$ cat config.mk
export PLATFORM = sky130hd
export DESIGN_NAME = i2c_bus_tracker
export DESIGN_NICKNAME = d
export VERILOG_FILES = /design/src/rtl/i2c_bus_tracker.sv
export SDC_FILE = /design/constraint.sdc
export NUM_CORES = 1
export LEC_CHECK = 0
export BUFFER_PORTS_ARGS = -buffer_cell sky130_fd_sc_hd__buf_2
export CAP_MARGIN = 25
export CORE_UTILIZATION = 59
export CTS_BUF_LIST = sky130_fd_sc_hd__clkbuf_8
export DETAILED_ROUTE_END_ITERATION = 16
export HOLD_SLACK_MARGIN = 0.08
export PLACE_DENSITY = 0.89
export SYNTH_ARGS = -nofsm -noshare
export SYNTH_HDL_FRONTEND = slang
export SYNTH_SLANG_ARGS = --single-unit
export TNS_END_PERCENT = 30
$ cat constraint.sdc
create_clock -name clk -period 2.5 [get_ports clk]
set_input_delay 0.125 -clock clk [delete_from_list [all_inputs] [get_ports clk]]
set_output_delay 0.125 -clock clk [all_outputs]
set_load 0.005 [all_outputs]
$ cat src/rtl/i2c_bus_tracker.sv
module i2c_bus_tracker #(
  parameter int TMO_W = 16
) (
  input  logic             clk,
  input  logic             rst_n,
  input  logic             enable,
  input  logic             scl_in,
  input  logic             sda_in,
  input  logic             addr_wr,
  input  logic             stop_cmd,
  input  logic             arb_lost,
  input  logic             force_idle,
  input  logic             tmo_en,
  input  logic [TMO_W-1:0] tmo_limit,
  output logic [1:0]       bus_state,
  output logic             start_det,
  output logic             stop_det,
  output logic             tmo_pulse
);

  typedef enum logic [1:0] {
    ST_UNKNOWN = 2'b00,
    ST_IDLE    = 2'b01,
    ST_OWNER   = 2'b10,
    ST_BUSY    = 2'b11
  } bus_st_t;

  logic [1:0]       scl_sync, sda_sync;
  logic             scl_q, sda_q;
  logic             scl_s, sda_s;
  logic             quiet;
  logic [TMO_W-1:0] quiet_cnt;
  bus_st_t          state, state_nx;

  always_ff @(posedge clk or negedge rst_n) begin
    if (!rst_n) begin
      scl_sync <= 2'b11;
      sda_sync <= 2'b11;
      scl_q    <= 1'b1;
      sda_q    <= 1'b1;
    end else begin
      scl_sync <= {scl_sync[0], scl_in};
      sda_sync <= {sda_sync[0], sda_in};
      scl_q    <= scl_sync[1];
      sda_q    <= sda_sync[1];
    end
  end

  assign scl_s     = scl_sync[1];
  assign sda_s     = sda_sync[1];
  assign start_det = scl_q & scl_s & sda_q & ~sda_s;
  assign stop_det  = scl_q & scl_s & ~sda_q & sda_s;
  assign quiet     = scl_q & scl_s & sda_q & sda_s;

  always_ff @(posedge clk or negedge rst_n) begin
    if (!rst_n)
      quiet_cnt <= '0;
    else if (!enable || !quiet)
      quiet_cnt <= '0;
    else if (quiet_cnt != tmo_limit)
      quiet_cnt <= quiet_cnt + 1'b1;
  end

  assign tmo_pulse = enable & tmo_en & quiet &
                     (quiet_cnt == TMO_W'(tmo_limit - 1'b1));

  always_comb begin
    state_nx = state;
    if (!enable)
      state_nx = ST_UNKNOWN;
    else if (force_idle)
      state_nx = ST_IDLE;
    else begin
      case (state)
        ST_UNKNOWN: if (stop_det || tmo_pulse) state_nx = ST_IDLE;
        ST_IDLE:    if (addr_wr) state_nx = ST_OWNER;
                    else if (start_det) state_nx = ST_BUSY;
        ST_OWNER:   if (arb_lost) state_nx = ST_BUSY;
                    else if (stop_cmd) state_nx = ST_IDLE;
        ST_BUSY:    if (stop_det || tmo_pulse) state_nx = ST_IDLE;
        default:    state_nx = ST_UNKNOWN;
      endcase
    end
  end

  always_ff @(posedge clk or negedge rst_n) begin
    if (!rst_n) state <= ST_UNKNOWN;
    else        state <= state_nx;
  end

  assign bus_state = state;

  assert_disable_unknown_R1: assert property (@(posedge clk) disable iff (!rst_n)
    !enable |=> bus_state == 2'b00);

  assert_force_wins_R4: assert property (@(posedge clk) disable iff (!rst_n)
    (enable && force_idle) |=> bus_state == 2'b01);

  assert_local_start_R6: assert property (@(posedge clk) disable iff (!rst_n)
    (enable && !force_idle && bus_state == 2'b01 && addr_wr) |=> bus_state == 2'b10);

  assert_arb_lost_R7: assert property (@(posedge clk) disable iff (!rst_n)
    (enable && !force_idle && bus_state == 2'b10 && arb_lost) |=> bus_state == 2'b11);

  assert_no_unknown_reentry_R9: assert property (@(posedge clk) disable iff (!rst_n)
    (enable && bus_state != 2'b00) |=> (!enable || bus_state != 2'b00));

  assert_timeout_masked_R10: assert property (@(posedge clk) disable iff (!rst_n)
    !tmo_en |-> !tmo_pulse);

endmodule

# Word-level counts from Yosys, hierarchy flattened
# Cells that the tools add are included.
[op_classes] addsub=2 n_eq_ne=8 n_mux=10 bitwise_logic=11 reduce_logical=8
[op_table] operator="16-bit two-way mux" count=2
[op_table] operator="16-bit by 1-bit adder with 16-bit output (second input constant)" count=1
[op_table] operator="16-bit == test" count=1
[op_table] operator="16-bit inequality test" count=1
[op_table] operator="16-bit by 1-bit subtractor with 16-bit output (second input constant)" count=1
[op_table] operator="2-bit two-way mux" count=7
[op_table] operator="5-bit inequality test (second input constant)" count=2
[op_table] operator="1-bit bitwise AND" count=9
[op_table] operator="2-bit one-hot mux with 3 select lines" count=1
[op_table] operator="2-bit == test (second input constant)" count=2
[op_table] operator="4-bit by 2-bit inequality test with 1-bit output (second input constant)" count=1
[op_table] operator="3-bit AND reduction" count=1
[op_table] operator="2-bit by 1-bit == test with 1-bit output (second input constant)" count=1
[op_table] operator="1-bit logical NOT" count=2
[op_table] operator="2-bit logical NOT" count=1
[op_table] operator="1-bit logical OR" count=2
[op_table] operator="1-bit inverter" count=2
[op_table] operator="2-bit nonzero test" count=1
[op_table] operator="2-bit OR reduction" count=1
[word_totals] reg_bits=24 out_inout_bits=5

# Longest topological paths before layout
# Gate-level depths: netlist (run 1).
[depth] word_depth=10 ltp_mapped=10 mapped_depth_nobuf=9

# Least setup slack after synthesis (run 1)
# Ideal clock, no wire load.
[synth_path] path_kind="in2out" start="in tmo_limit[0]" end="out tmo_pulse" t_arrival_ps=2160 t_required_ps=2375 path_slack_ps=215 cell_stages=9 cell_sequence="inv_1 -> ha_1 -> or3b_1 -> buf_2 -> nor2_1 -> or3b_2 -> and3_1 -> or4_1 -> nor4_1"
[synth_between] elab_chain_len=3
[synth_lines] element="from (decl)" line_no="14" text="input logic [TMO_W-1:0] tmo_limit,"
[synth_lines] element="16-bit by 1-bit subtractor with 16-bit output" line_no="65" text="(quiet_cnt == TMO_W'(tmo_limit - 1'b1));"
[synth_lines] element="16-bit == test" line_no="65"
[synth_lines] element="1-bit bitwise AND" line_no="64" text="assign tmo_pulse = enable & tmo_en & quiet &"
[synth_lines] element="to (decl)" line_no="18" text="output logic tmo_pulse"
# Every way passes these cells.

# Final worst setup path (run 1)
[layout_path] start="reg quiet_cnt[10]" end="out tmo_pulse"
[layout_between] elab_chain_len=2
[layout_lines] element="from (decl)" line_no="32" text="logic [TMO_W-1:0] quiet_cnt;"
[layout_lines] element="from (signal assigned)" line_no="61" text="quiet_cnt <= quiet_cnt + 1'b1;"
[layout_lines] element="16-bit == test" line_no="65"
[layout_lines] element="1-bit bitwise AND" line_no="64"
# Every way passes these cells.

==> results of run 1 <==
## metal layers
| metal | global-route usage | share of wire |
|---|---|---|
| met5 | 0 | 0 |
| met3 | 0.0441 | 0.056 |
| met1 | 0.410 | 0.45 |
| met4 | 0.0974 | 0.019 |
| met2 | 0.477 | 0.48 |
## final timing paths
path	from	endpoint	slack (ns)	cells past startpoint
min	enable	bus_state[0]$_DFFE_PN0P_	0.11	3
max	quiet_cnt[10]$_DFFE_PN0P_	tmo_pulse	0.07	6
max in group asynchronous	rst_n	quiet_cnt[3]$_DFFE_PN0P_	1.77	2
max reg2reg	quiet_cnt[12]$_DFFE_PN0P_	bus_state[1]$_DFFE_PN0P_	0.13	7
min in group asynchronous	rst_n	quiet_cnt[12]$_DFFE_PN0P_	0.35	2
min reg2reg	sda_sync[0]$_DFF_PN1_	sda_sync[1]$_DFF_PN1_	0.36	0
## what timing repair did
action,CTS,global route
hold endpoints to repair,20,0
buffers inserted,3,0
resized for setup,6,3
hold buffers,3,0
setup endpoints to repair,1,2
pin swaps,3,1
gates cloned,0,0
## logic make-up after synthesis
kind of cell / synth area share
buffers and inverters: 0.0571
multiplexers: 0.0201
XOR/XNOR: 0.145
AO/OA/AOI/OAI: 0.148
flip-flops: 0.295
adder cells (fa/ha/maj): 0.0304
AND/OR/NAND/NOR: 0.305
## power by group through the flow
stage | Clock [mW] | Sequential (mW) | Combinational (mW)
after detailed placement | 0 | 0.416 | 0.170
after global placement | 0 | 0.415 | 0.167
final | 0.339 | 0.409 | 0.183
after floorplan | 0 | 0.414 | 0.100
after CTS | 0.342 | 0.409 | 0.180
after global routing | 0.359 | 0.411 | 0.203
## state kept, by name, summed over array words and instances (netlist names)
| signal | count |
|---|---|
| bus_state | 2 |
| quiet_cnt | 16 |
| scl_q | 1 |
| scl_sync | 2 |
| sda_q | 1 |
| sda_sync | 2 |
## worst max-delay path: stages (launching register included)
cell and delay [ns]:
dfrtp_2 0.44, xnor2_2 0.15, or3b_4 0.39, and3_1 0.18, or4_1 0.49, nor4_1 0.22, buf_2 0.15
## area by class of cell
cell class / instances / area [sq um] / share of cell area
clock inverter: 1 / 30.0 / 0.0121
clock buffer: 3 / 41.3 / 0.0166
inverter: 13 / 48.8 / 0.0196
multi-input combinational: 194 / 1370 / 0.550
sequential: 24 / 611 / 0.246
tap: 46 / 57.6 / 0.0232
timing repair buffer: 53 / 330 / 0.133
## cell usage after synthesis (3+ instances only)
master     instances
or4_1              3
and3_1             5
ha_1               5
nor4_1             5
nor4b_1            3
o211ai_1           3
nor3_2             3
nand3_1            6
xor2_1            16
o21ai_0           11
buf_2              4
nor3_1             9
nand4_1            5
mux2i_1            3
o2111ai_1          3
dfrtp_1           18
or3_1              6
a21oi_1            9
nor2_1            23
nor2b_1            4
and4b_1            3
nand2_1           18
xnor2_1           18
nor3b_1            3
inv_1             13
clkbuf_1           6
dfstp_2            6
==> reports/metrics.csv, run 1 <==
stage,metric,value,unit
outcome,status,finished clean,
synth,async_flop_share,1.00,
synth,synth_cells,244,
timing,fmax,411,MHz
timing,hold_violations,0,
timing,slew_violations,0,
floorplanning,row_count,21,
timing,setup_viol,0,
synth,synth_top_cells_by_area,"dfrtp_1 22%, dfstp_2 7.7%, xnor2_1 7.7%",
floorplanning,initial_utilization,0.617,
grt,grt_pass1_vias,1781,
floorplanning,core-area,3340,sq um
setup_path,worstPathMaxFanout,2,
pwr,p_total,0.932,mW
drt,drc,0,
synth,synth_cell_type_count,54,
synth,ys_seq_elements,24,
setup_path,worstSetupPathType,reg2out,
place,place_area,2320,sq um
grt,track_usage,0.296,
floorplanning,ios,31,
place,dp_hpwl,3820,um
synth,ys_seq_area_frac,0.295,
timing,rsz0062_at_grt,true,
finish,layout_common_cells,"30 x buf_2, 23 x nor2_1, 20 x buf_4, 18 x nand2_1, 17 x xnor2_1",
pwr,p_per_area,375,nW/um^2
finish,post-route-util,0.745,
place,numPortBuffers,30,
grt,grt_max_degree,25,
hold_path,hold_path_class,in2reg,
finish,drive_gt1_frac,0.271,
pwr,p_int,0.696,mW
clock_tree,root_buffer,clkbuf_8,
grt,grt_pass1_wl,8060,um
timing,tightest_slew,0.520,ns
finish,final_cell_area,2480,sq um
timing,fin_crit,2.43,ns
finish,diodes,0,
place,placed_cells,324,
timing,relSlewSlack,0.653,
finish,layout.nets,320,
place,gp_congestion,0.938,
clock_tree,cts.sinks,24,
drt,vias,1988,
setup_path,arrival,2.31,ns
floorplanning,die-width,61.1,um
timing,period_share,0.973,
drt,drt-total-wl,5070,um
synth,synth_top_area_cell,dfrtp_1,
drt,vias_per_cell,5.95,
pwr,p_seq_frac,0.439,
grt,antenna_found_initial,0,
setup_path,startpoint_type,flip-flop,
timing,hold_slack,0.111,ns
flow_run,max_cap_viol_count,0,
drt,drt_pre_antenna_iters,4,
timing,fin_setup_tns,0,ns
synth,synth_warnings,0,
drt,antenna_left,0,
clock_tree,clk_pin_slew_worst_paths,0.09,ns
pwr,p_comb_frac,0.197,
grt,grt_remaining_overflow,0,
synth,netlist.area_leader.share,0.219,
finish,layout.cells.non_filler,334,
pwr,switchingPower,0.237,mW
synth,synth_area,2060,sq um
setup_path,end_kind,output pin,
pwr,switching_share,0.254,
finish,final_common_cell,buf_2,
clock_tree,numCtsBuffers,3,
place,dpl_worst_slack,-0.00952,ns
floorplanning,die_y,61.1,um
finish,fillCellCount,248,
synth,yosys_most_used_dff,dfrtp_1,
clock_tree,h-tree-depth,1,
synth,syn-mean-instance-area,8.44,sq um
synth,synth_edf_count,0,
clock_tree,cts_buffer_depth,2,
synth,synth_nets,275,
drt,drt_iter0_drc,163,
timing,skew,0.00817,ns
clock_tree,clk_latency,0.27,ns
timing,setup_ws,0.0666,ns
setup_path,critPathRequiredTime,2.38,ns
drt,route.detailed.wl_per_inst,15.2,um
floorplanning,dieArea,3730,sq um
pwr,total_leakage_power,1.02,nW
clock_tree,cts_tree,done,
pwr,pwr-share-clk,0.364,
finish,syn2layout_area_growth,20.7,%
pwr,vdd.ir_drop.worst,339,uV
(Power assumes the default switching activity.)
==> run 2: changes to the inputs <==
--- a/config.mk
+++ b/config.mk
@@ -12,6 +12,7 @@
 export DETAILED_ROUTE_END_ITERATION = 16
 export HOLD_SLACK_MARGIN = 0.08
 export PLACE_DENSITY = 0.89
+export REMOVE_ABC_BUFFERS = 1
 export SYNTH_ARGS = -nofsm -noshare
 export SYNTH_HDL_FRONTEND = slang
 export SYNTH_SLANG_ARGS = --single-unit
==> run 2 against run 1 <==
Sequential power barely moved. Clock skew fell by 0.0064 ns. Clock-buffer cell count rose by 1. Wire length rose by 7.3%. Combinational power rose by 5%. Power fell by 7.8%. Global-route usage rose by 2.7 points. Clock power fell by 24%. Core utilization rose by 1.7 points. Cell count rose by 2.7%. Register-to-register slack improved by 0.04 ns. Critical path depth rose by 1. Critical endpoint unchanged.
==> reports/metrics.csv, run 2 (synthesis gave the netlist of run 1 again) <==
stage,metric,value,unit,change
outcome,status,finished clean,,
timing,tightest_slew,0.530,ns,+0.0101 ns
finish,diodes,0,,unchanged
drt,antenna_left,0,,unchanged
timing,fin_crit,2.50,ns,+0.0631 ns
setup_path,worstPathMaxFanout,3,,+1
finish,layout_common_cells,"30 x buf_2, 29 x buf_4, 23 x nor2_1, 18 x nand2_1",,
timing,rsz0062_at_grt,true,,
drt,wl_met1,2300,um,+1.1%
finish,regArea,609,sq um,-0.21%
grt,grt_pass1_vias,1877,,+5.4%
setup_path,cp_slowest_stage_delay,0.55,ns,+0.06 ns
setup_path,worst_r2r_path_depth,8,,+1
floorplanning,dieArea,3730,sq um,unchanged
clock_tree,numCtsBuffers,3,,unchanged
setup_path,critPathRequiredTime,2.38,ns,about the same
hold_path,hold_path_class,in2reg,,
timing,hold_violations,0,,unchanged
drt,drt_iter0_drc,250,,+53%
finish,final_common_cell,buf_2,,
setup_path,end_kind,output pin,,
finish,multi_input_area,1370,sq um,+0.46%
floorplanning,row_count,21,,unchanged
timing,period_share,0.999,,+0.0252
clock_tree,clk_pin_slew_worst_paths,0.08,ns,about the same
floorplanning,die_y,61.1,um,unchanged
drt,met3_length,369,um,+29%
setup_path,worstSetupPathType,reg2out,,
timing,skew,0.00180,ns,-0.00636 ns
clock_tree,cts_buffer_depth,2,,unchanged
drt,drc,0,,unchanged
setup_path,arrival,2.37,ns,+0.06 ns
floorplanning,core-area,3340,sq um,unchanged
place,gp_congestion,0.952,,+1.5%
setup_path,startpoint,sda_sync[1]$_DFF_PN1_,,
setup_path,r2r_start,quiet_cnt[12]$_DFFE_PN0P_,,
pwr,p_per_area,338,nW/um^2,-9.8%
finish,fillCellCount,229,,-7.7%
flow_run,max_cap_viol_count,0,,unchanged
drt,drt_pre_antenna_iters,4,,unchanged
finish,syn2layout_area_growth,23.5,%,
pwr,vdd.ir_drop.worst,409,uV,+21%
drt,vias_per_cell,6.03,,+1.4%
timing,relSlewSlack,0.643,,-0.0100
finish,layout.nets,329,,+2.8%
drt,drt-total-wl,5440,um,+7.3%
clock_tree,root_buffer,clkbuf_8,,
place,numPortBuffers,30,,unchanged
grt,grt_max_degree,25,,unchanged
timing,fmax,401,MHz,-2.5%
clock_tree,h-tree-depth,1,,unchanged
drt,vias,2070,,+4.1%
pwr,total_leakage_power,1.06,nW,+3.8%
setup_path,path_cells,"nand3_2, buf_4, or2_2, nand4b_1, or4_1, nor4_2, buf_2",,
floorplanning,die-width,61.1,um,unchanged
drt,maxUsedRoutingLayer,met4,,
finish,largest_reg_flops,16,,unchanged
place,dp_hpwl,4060,um,+6.3%
grt,grt_remaining_overflow,0,,unchanged
setup_path,rrSetupSlack,0.17,ns,+0.04 ns
finish,drive_gt1_frac,0.293,,+0.0221
floorplanning,initial_utilization,0.617,,unchanged
setup_path,worst_r2r_endpoint,bus_state[1]$_DFFE_PN0P_,,
setup_path,crit_end,tmo_pulse,,
clock_tree,clk_latency,0.27,ns,about the same
timing,setup_viol,0,,unchanged
grt,antenna_found_initial,0,,unchanged
grt,track_usage,0.324,,+0.0274
grt,grt_pass1_wl,8800,um,+9.2%
setup_path,startpoint_type,flip-flop,,
clock_tree,cts_tree,done,,
finish,regMostFlops,quiet_cnt,,
drt,route.detailed.wl_per_inst,15.9,um,+4.4%
setup_path,crit_slowest_cell,dfstp_2,,
timing,hold_slack,0.137,ns,+0.0255 ns
clock_tree,cts.sinks,24,,unchanged
finish,post-route-util,0.762,,+0.0169
drt,met2WireLength,2630,um,+8.7%
floorplanning,ios,31,,unchanged
timing,slew_violations,0,,unchanged
[run 2: timing repair]
| item | 4_1_cts | 5_1_grt |
|---|---|---|
| buffers inserted | 6 | 0 |
| hold endpoints to repair | 20 | 0 |
| setup endpoints to repair | 1 | 3 |
| hold buffers | 3 | 0 |
| gates resized for setup | 5 | 3 |
| pin swaps | 4 | 1 |
[run 2: worst min path at each step]
stage	startpoint	cells past startpoint	to
floorplan	rst_n	0	bus_state[0]$_DFFE_PN0P_
global placement	rst_n	1	bus_state[0]$_DFFE_PN0P_
detailed placement	rst_n	1	quiet_cnt[13]$_DFFE_PN0P_
CTS	enable	3	bus_state[0]$_DFFE_PN0P_
global route	enable	3	bus_state[0]$_DFFE_PN0P_
finish	enable	3	bus_state[0]$_DFFE_PN0P_
[run 2: layout make-up]
cell class / count / share of cell area
multi-input cells: 194 / 0.540
flip-flops and latches: 24 / 0.240
repair buffers: 62 / 0.157
well taps: 46 / 0.0226
clock buffers: 4 / 0.0217
inverters: 13 / 0.0192
[run 2: report_power, final]
part	internal, mW	total, mW	switching (mW)	leakage, nW
clock	0.141	0.259	0.118	0.0288
sequential	0.400	0.409	0.00892	0.311
combinational	0.0833	0.192	0.109	0.723
total	0.624	0.860	0.235	1.06
[run 2: metrics by stage]
stage | power (mW) | setup TNS [ns] | instances | instance area [sq um] | setup WS [ns]
2_1_floorplan | 0.506 | 0 | 231 | 1990 | 0.229
3_3_place_gp | 0.584 | 0 | 330 | 2370 | 0.0565
3_5_place_dp | 0.591 | 0 | 330 | 2370 | 0.0240
4_1_cts | 0.860 | 0 | 343 | 2520 | 0.0254
5_1_grt | 0.903 | -0.112 | 343 | 2540 | -0.112
6_report | 0.860 | 0 | 343 | 2540 | 0.00351
[run 2: worst max-delay path, delay by kind of cell, from the launching register on]
family                 cells  cell delay [ns]
buffers and inverters      2             0.29
and+or+nand+nor            5             1.26
DFF                        1             0.55
[run 2: per-layer routing]
layer | GRT usage | vias up
met2 | 0.519 | 81
met1 | 0.431 | 980
met5 | 0 | -
met4 | 0.153 | 0
li1 | - | 992
met3 | 0.0504 | 17
